## config.mk

```make
export PLATFORM = sky130hd
export DESIGN_NAME = burst_sram_core
export DESIGN_NICKNAME = d
export VERILOG_FILES = /design/src/rtl/sbr_pkg.sv /design/src/rtl/sbr_decode.sv /design/src/rtl/sbr_burst_ctr.sv /design/src/rtl/sbr_array.sv /design/src/rtl/burst_sram_core.sv
export SDC_FILE = /design/constraint.sdc
export NUM_CORES = 2
export LEC_CHECK = 0
export BUFFER_PORTS_ARGS = -buffer_cell sky130_fd_sc_hd__buf_4
export CAP_MARGIN = 25
export CORE_MARGIN = 10
export CORE_UTILIZATION = 65
export DETAILED_ROUTE_END_ITERATION = 16
export HOLD_SLACK_MARGIN = 0.05
export PLACE_DENSITY = 0.87
export SKIP_LAST_GASP = 1
export SYNTH_ARGS = -nofsm -noshare
export SYNTH_HDL_FRONTEND = slang
export SYNTH_SLANG_ARGS = --single-unit
```

## constraint.sdc

```tcl
create_clock -name clk -period 5.9 [get_ports clk]
set_clock_uncertainty 0.15 [all_clocks]
set_input_delay 0.59 -clock clk [delete_from_list [all_inputs] [get_ports clk]]
set_output_delay 0.59 -clock clk [all_outputs]
set_load 0.01 [all_outputs]
```

## src/rtl/sbr_pkg.sv

```systemverilog
package sbr_pkg;
   typedef enum logic [2:0] {
      CY_SLEEP    = 3'd0,
      CY_DESEL    = 3'd1,
      CY_BEGIN_RD = 3'd2,
      CY_BEGIN_WR = 3'd3,
      CY_CONT     = 3'd4,
      CY_SUSP     = 3'd5
   } cyc_e;
endpackage

```

## src/rtl/sbr_decode.sv

```systemverilog
module sbr_decode
   import sbr_pkg::*;
#(
   parameter int LANES = 4
) (
   input  logic             sel_a_n,
   input  logic             sel_b,
   input  logic             sel_c_n,
   input  logic             sleep,
   input  logic             strb_p_n,
   input  logic             strb_c_n,
   input  logic             adv_n,
   input  logic             gw_n,
   input  logic             bwe_n,
   input  logic [LANES-1:0] bw_n,
   output cyc_e             cyc,
   output logic             wr_any,
   output logic [LANES-1:0] lane_en
);
   logic chip_ok;

   // lane write mask: global write wins, else byte writes qualified by bwe_n
   always_comb begin
      if (!gw_n)       lane_en = '1;
      else if (!bwe_n) lane_en = ~bw_n;
      else             lane_en = '0;
   end
   assign wr_any  = |lane_en;
   assign chip_ok = !sel_a_n && sel_b && !sel_c_n;

   // priority: sleep, deselect by primary select, processor strobe, controller strobe, burst
   always_comb begin
      if (sleep)                       cyc = CY_SLEEP;
      else if (sel_a_n && !strb_c_n)   cyc = CY_DESEL;
      else if (!sel_a_n && !strb_p_n)  cyc = chip_ok ? CY_BEGIN_RD : CY_DESEL;
      else if (!strb_c_n)              cyc = !chip_ok ? CY_DESEL :
                                             (wr_any ? CY_BEGIN_WR : CY_BEGIN_RD);
      else                             cyc = adv_n ? CY_SUSP : CY_CONT;
   end
endmodule

```

## src/rtl/sbr_burst_ctr.sv

```systemverilog
module sbr_burst_ctr #(
   parameter int AW      = 6,
   parameter bit HAS_ILV = 1'b1
) (
   input  logic          clk,
   input  logic          rst_n,
   input  logic          load,
   input  logic          step,
   input  logic          ilv_in,
   input  logic [AW-1:0] ext_addr,
   output logic [AW-1:0] used_addr,
   output logic [AW-1:0] cur_q
);
   logic [AW-1:0] base_q;
   logic [1:0]    cnt_q;
   logic [1:0]    cnt_n;
   logic          ilv_q;
   logic [1:0]    lo_cur;
   logic [1:0]    lo_nxt;

   assign cnt_n = cnt_q + 2'd1;

   if (HAS_ILV) begin : g_ilv
      assign lo_cur = ilv_q ? (base_q[1:0] ^ cnt_q) : (base_q[1:0] + cnt_q);
      assign lo_nxt = ilv_q ? (base_q[1:0] ^ cnt_n) : (base_q[1:0] + cnt_n);
   end else begin : g_lin
      assign lo_cur = base_q[1:0] + cnt_q;
      assign lo_nxt = base_q[1:0] + cnt_n;
   end

   assign cur_q     = {base_q[AW-1:2], lo_cur};
   assign used_addr = load ? ext_addr : {base_q[AW-1:2], (step ? lo_nxt : lo_cur)};

   always_ff @(posedge clk or negedge rst_n) begin
      if (!rst_n) begin
         base_q <= '0;
         cnt_q  <= '0;
         ilv_q  <= 1'b0;
      end else if (load) begin
         base_q <= ext_addr;
         cnt_q  <= '0;
         ilv_q  <= HAS_ILV ? ilv_in : 1'b0;
      end else if (step) begin
         cnt_q  <= cnt_n;
      end
   end
endmodule

```

## src/rtl/sbr_array.sv

```systemverilog
module sbr_array #(
   parameter int AW     = 6,
   parameter int LANES  = 4,
   parameter int LANE_W = 9
) (
   input  logic                    clk,
   input  logic                    rst_n,
   input  logic                    we,
   input  logic [LANES-1:0]        lane_en,
   input  logic [AW-1:0]           waddr,
   input  logic [LANES*LANE_W-1:0] wdata,
   input  logic                    re,
   input  logic [AW-1:0]           raddr,
   output logic [LANES*LANE_W-1:0] rdata
);
   localparam int DEPTH = 1 << AW;

   for (genvar g = 0; g < LANES; g++) begin : g_lane
      logic [LANE_W-1:0] mem [DEPTH];
      logic [LANE_W-1:0] dout_q;

      always_ff @(posedge clk or negedge rst_n) begin
         if (!rst_n) begin
            for (int i = 0; i < DEPTH; i++) mem[i] <= '0;
            dout_q <= '0;
         end else begin
            if (we && lane_en[g]) mem[waddr] <= wdata[g*LANE_W +: LANE_W];
            if (re)               dout_q     <= mem[raddr];
         end
      end
      assign rdata[g*LANE_W +: LANE_W] = dout_q;
   end
endmodule

```

## src/rtl/burst_sram_core.sv

```systemverilog
module burst_sram_core
   import sbr_pkg::*;
#(
   parameter int AW      = 6,
   parameter int LANES   = 4,
   parameter int LANE_W  = 9,
   parameter bit HAS_ILV = 1'b1
) (
   input  logic                    clk,
   input  logic                    rst_n,
   input  logic                    sel_a_n,
   input  logic                    sel_b,
   input  logic                    sel_c_n,
   input  logic                    sleep,
   input  logic                    strb_p_n,
   input  logic                    strb_c_n,
   input  logic                    adv_n,
   input  logic                    gw_n,
   input  logic                    bwe_n,
   input  logic [LANES-1:0]        bw_n,
   input  logic                    oe_n,
   input  logic                    ilv_mode,
   input  logic [AW-1:0]           addr,
   input  logic [LANES*LANE_W-1:0] wdata,
   output logic [LANES*LANE_W-1:0] rdata,
   output logic                    rdata_oe
);
   if (AW < 2) begin : g_bad_aw
      $error("burst_sram_core: AW must be at least 2");
   end
   if (LANES < 1 || LANE_W < 1) begin : g_bad_lane
      $error("burst_sram_core: LANES and LANE_W must be positive");
   end

   cyc_e             cyc;
   logic             wr_any;
   logic [LANES-1:0] lane_en;
   logic             active_q;
   logic             in_burst;
   logic             load;
   logic             do_wr;
   logic             do_rd;
   logic [AW-1:0]    used_addr;
   logic [AW-1:0]    cur_q;
   logic [AW-1:0]    rd_addr_q;
   logic             rd_pend_q;
   logic             out_v_q;

   sbr_decode #(.LANES(LANES)) u_dec (
      .sel_a_n (sel_a_n),  .sel_b   (sel_b),    .sel_c_n (sel_c_n),
      .sleep   (sleep),    .strb_p_n(strb_p_n), .strb_c_n(strb_c_n),
      .adv_n   (adv_n),    .gw_n    (gw_n),     .bwe_n   (bwe_n),
      .bw_n    (bw_n),     .cyc     (cyc),      .wr_any  (wr_any),
      .lane_en (lane_en)
   );

   assign load     = (cyc == CY_BEGIN_RD) || (cyc == CY_BEGIN_WR);
   assign in_burst = active_q && ((cyc == CY_CONT) || (cyc == CY_SUSP));
   assign do_wr    = (cyc == CY_BEGIN_WR) || (in_burst && wr_any);
   assign do_rd    = (cyc == CY_BEGIN_RD) || (in_burst && !wr_any);

   sbr_burst_ctr #(.AW(AW), .HAS_ILV(HAS_ILV)) u_ctr (
      .clk      (clk),
      .rst_n    (rst_n),
      .load     (load),
      .step     (active_q && (cyc == CY_CONT)),
      .ilv_in   (ilv_mode),
      .ext_addr (addr),
      .used_addr(used_addr),
      .cur_q    (cur_q)
   );

   always_ff @(posedge clk or negedge rst_n) begin
      if (!rst_n) begin
         active_q  <= 1'b0;
         rd_pend_q <= 1'b0;
         rd_addr_q <= '0;
         out_v_q   <= 1'b0;
      end else begin
         if (load)                                          active_q <= 1'b1;
         else if ((cyc == CY_SLEEP) || (cyc == CY_DESEL))   active_q <= 1'b0;
         rd_pend_q <= do_rd;
         rd_addr_q <= used_addr;
         out_v_q   <= rd_pend_q;
      end
   end

   sbr_array #(.AW(AW), .LANES(LANES), .LANE_W(LANE_W)) u_arr (
      .clk    (clk),
      .rst_n  (rst_n),
      .we     (do_wr),
      .lane_en(lane_en),
      .waddr  (used_addr),
      .wdata  (wdata),
      .re     (rd_pend_q),
      .raddr  (rd_addr_q),
      .rdata  (rdata)
   );

   assign rdata_oe = out_v_q && !oe_n && !sleep;
endmodule

```

==> metrics.yaml <==
floorplan:
  die_area_um2: 184000
  placementRows: 149
  coreArea_um2: 166000
  die_h_um: 429
  die_x_um: 429
  start_util_pct: 65.6
  io_pins: 96
placed_design:
  dp.final_hpwl_um: 175000
  pre_cts_ws_ns: 0.601
  gp_congestion: 0.908
  io_buffers: 95
  dp.cells: 8636
routing:
  drt.antenna.violating_nets: 0
  wl_per_cell_um: 31.9
  routed_wl_um: 290000
  first_iter_violations: 6565
  drtPass1Iterations: 6
  vias: 64300
  route.detailed.drc: 0
  drt-vias-per-instance: 7.07
global_routing:
  grt_pass1_vias: 69100
  grt_pass1_wl_um: 441000
  grt_use_total_pct: 31.3
  grt_max_degree: 199
  antenna_found_initial: 11
  overflow: 0
sta:
  final_hold_viol_count: 0
  setup_ws_ns: 0.446
  slew_viol_final: 0
  rsz0062_at_grt: "no"
  worstMarginPinSlew_ns: 1.20
  setup_viol: 0
  period_needed_ns: 5.45
  slew_headroom_pct: 19.9
  clock.fmax_mhz: 183
  fin_crit_sh_pct: 92.4
synth:
  async_flop_share_pct: 100
  ys_top_cells_by_area: "dfrtp_1 54%, mux2_2 24%, mux4_2 13%, mux2i_1 1.7%, clkbuf_1 1.1%"
  syn_area_um2: 109000
  synth_cell_type_count: 65
  synth_top_area_share_pct: 54.3
  synth.largest_area_cell: "dfrtp_1"
  ys_seq_area_share_pct: 54.3
  synth_edf_count: 0
  syn_area_per_cell_um2: 16.2
  ys_seq_elements: 2358
  synth_nets: 6782
  yosysWarnings: 0
  netlist_instances: 6721
  synth-main-ff-cell: "dfrtp_1"
setup_path:
  path_class: "in -> reg"
  critPathSlowestCell: "nor3_2"
  required_ns: 6.50
  crit_path_cell_trace: "dlygate4sd3_1 -> buf_4 -> or4b_1 -> nor3b_4 -> o2111a_1 -> nand4_1 -> nor3_2 -> mux2_2"
  crit_path_end_kind: "flop"
  worst_ep_arrival_time_ns: 6.05
  critPathTopFamily: "simple AND/OR/NAND/NOR gates"
  startpoint_type: "input pin"
  cpPeakStageDelay_ns: 1.15
  path_max_fanout: 10
  worstPathBufferInverterCount: 2
cts:
  clk_path_buf_depth: 3
  cts_tree: "yes"
  cts.clk_slew.worst_paths_ns: 0.06
  htree_levels: 4
  clock_sinks: 2358
  clock_latency_ns: 0.89
  cts_setup_buffers: 0
  numCtsBuffers: 228
  cts_root_buf: "clkbuf_16"
  cts.hold.buffers_added: 9
  cts_resized: 0
layout:
  fillers: 9677
  stdcell_count: 9085
  layout-drive-gt1-share_pct: 54.9
  area_growth_pct: 10.5
  fin_util_pct: 72.5
  nets: 6753
pwr:
  irDropWorstVdd_mv: 0.358
  combPwrFrac_pct: 14.5
  power.switching_mw: 10.5
  power_density_nw_per_um2: 314
  power_mw: 37.7
  swShare_pct: 27.8
  p_int_mw: 27.3
  clock_power_share_pct: 40.4
  p_leak_nw: 57.4
  pwr-share-seq_pct: 45.1
run_status:
  status: "finished, final reports clean"
hold_path:
  worstHoldPathType: "in -> reg"
flow_run:
  cap_violations: 0
## path summary, 6_finish.rpt
kind                                              start                        to  slack, ns  cells after the start
worst max-delay path                            sel_a_n  u_arr.g_lane[0].mem[127]       0.45                      8
worst min-delay path                              adv_n                 rd_pend_q       0.11                      4
worst max register to register                 active_q  u_arr.g_lane[0].mem[127]       1.38                      7
worst min register to register  u_arr.g_lane[1].mem[89]   u_arr.g_lane[1].mem[89]       0.35                      1
max in group asynchronous                         rst_n  u_arr.g_lane[1].mem[482]       3.63                      3
min in group asynchronous                         rst_n  u_arr.g_lane[0].mem[554]       0.22                      2
## through the flow
| step | hold slack [ns] | area, µm² | TNS, ns |
|---|---|---|---|
| after detailed placement | 0.337 | 112000 | 0 |
| final | 0.113 | 120000 | 0 |
| after global placement | 0.331 | 112000 | -5.42 |
| after global routing | 0.0818 | 120000 | 0 |
| after floorplan | 0.144 | 109000 | 0 |
| after CTS | 0.0814 | 120000 | 0 |
## cell families after synthesis
| family | count (synthesis) | synth area share (%) |
|---|---|---|
| xor gates and xnor gates | 7 | 0.0818 |
| adders and majority gates | 2 | 0.0230 |
| AOI/OAI and AO/OA | 221 | 1.40 |
| muxes | 3132 | 39.0 |
| buffers and inverters | 527 | 1.89 |
| DFF | 2358 | 54.3 |
| and+or+nand+nor | 474 | 3.29 |
## cells in the mapped netlist (3+ instances only)
library cell / number
o22a_1: 4
a31oi_1: 5
a22oi_1: 36
o211ai_1: 8
nor2_1: 38
nand2b_1: 3
nor3_1: 14
inv_1: 6
mux4_2: 648
a211oi_1: 6
nand4_1: 16
xnor2_1: 3
o22ai_1: 5
a21oi_1: 42
nand3b_1: 6
nor3_4: 29
nand4_2: 12
nor2b_1: 4
nor4_4: 25
mux2i_1: 180
nand3_1: 62
dfrtp_1: 2358
o21a_1: 10
nor3_2: 81
o21ai_1: 6
nand2_1: 145
buf_1: 159
a32oi_1: 36
o21ai_0: 43
nand3_2: 16
or4_1: 4
mux2_2: 2304
buf_4: 7
buf_2: 39
and2_1: 4
clkbuf_1: 315
## sequential cells by signal, indices dropped and copies added (netlist names)
name and count:
rd_pend_q 1, u_ctr.base_q 6, active_q 1, u_arr.g_lane.mem 2304, u_arr.g_lane.dout_q 36, out_v_q 1, u_ctr.cnt_q 2, u_ctr.ilv_q 1
rd_addr_q 6
## power groups by stage
stage	logic, mW	clock network (mW)	registers [mW]
finish	5.48	15.3	17.0
CTS	5.43	15.4	17.0
detailed placement	5.40	0	17.3
floorplan	3.37	0	17.0
global placement	5.33	0	17.3
global route	5.71	16.0	17.0
## layout make-up
cell class                      count  area, µm²  share of cell area [%]
Inverter                            7       26.3                  0.0219
Timing Repair Buffer              261       2510                    2.09
Clock inverter                     90       1270                    1.06
Antenna cell                       12       30.0                  0.0250
Multi-Input combinational cell   3836      47800                    39.8
Tap cell                         2189       2740                    2.28
Clock buffer                      332       6640                    5.53
Sequential cell                  2358      59000                    49.2
## worst register-to-register path: cells and delay by family, from the launching register on
family	cells	cell delay [ns]
and+or+nand+nor	4	2.21
DFF	1	0.33
muxes	1	0.43
AOI/OAI and AO/OA	1	1.04
buffers and inverters	1	0.23
## placed cells by master (no fill, tap or decap), types with 36 or more instances in the layout
master	n
a21oi_1	42
a22oi_1	36
a32oi_1	36
buf_12	37
buf_4	204
clkbuf_1	51
clkbuf_16	229
clkbuf_8	54
clkinv_2	45
dfrtp_1	2353
mux2_2	2304
mux2i_1	180
mux4_2	648
nand2_1	143
nand3_1	62
nor2_1	37
nor3_2	82
o21ai_0	40
## layer usage
layer  part of all wire, %  global-route usage (%)  up-vias  wire [µm]
li1                      -                       -    25400          -
met1                    37                    40.1    34700     108000
met2                    48                    49.4     3167     139000
met3                   8.5                    7.98      943      24800
met4                   6.2                    17.0       12      18000
met5                 0.053                   0.312        -        154
Note: power is estimated with default switching activity, not from simulation.
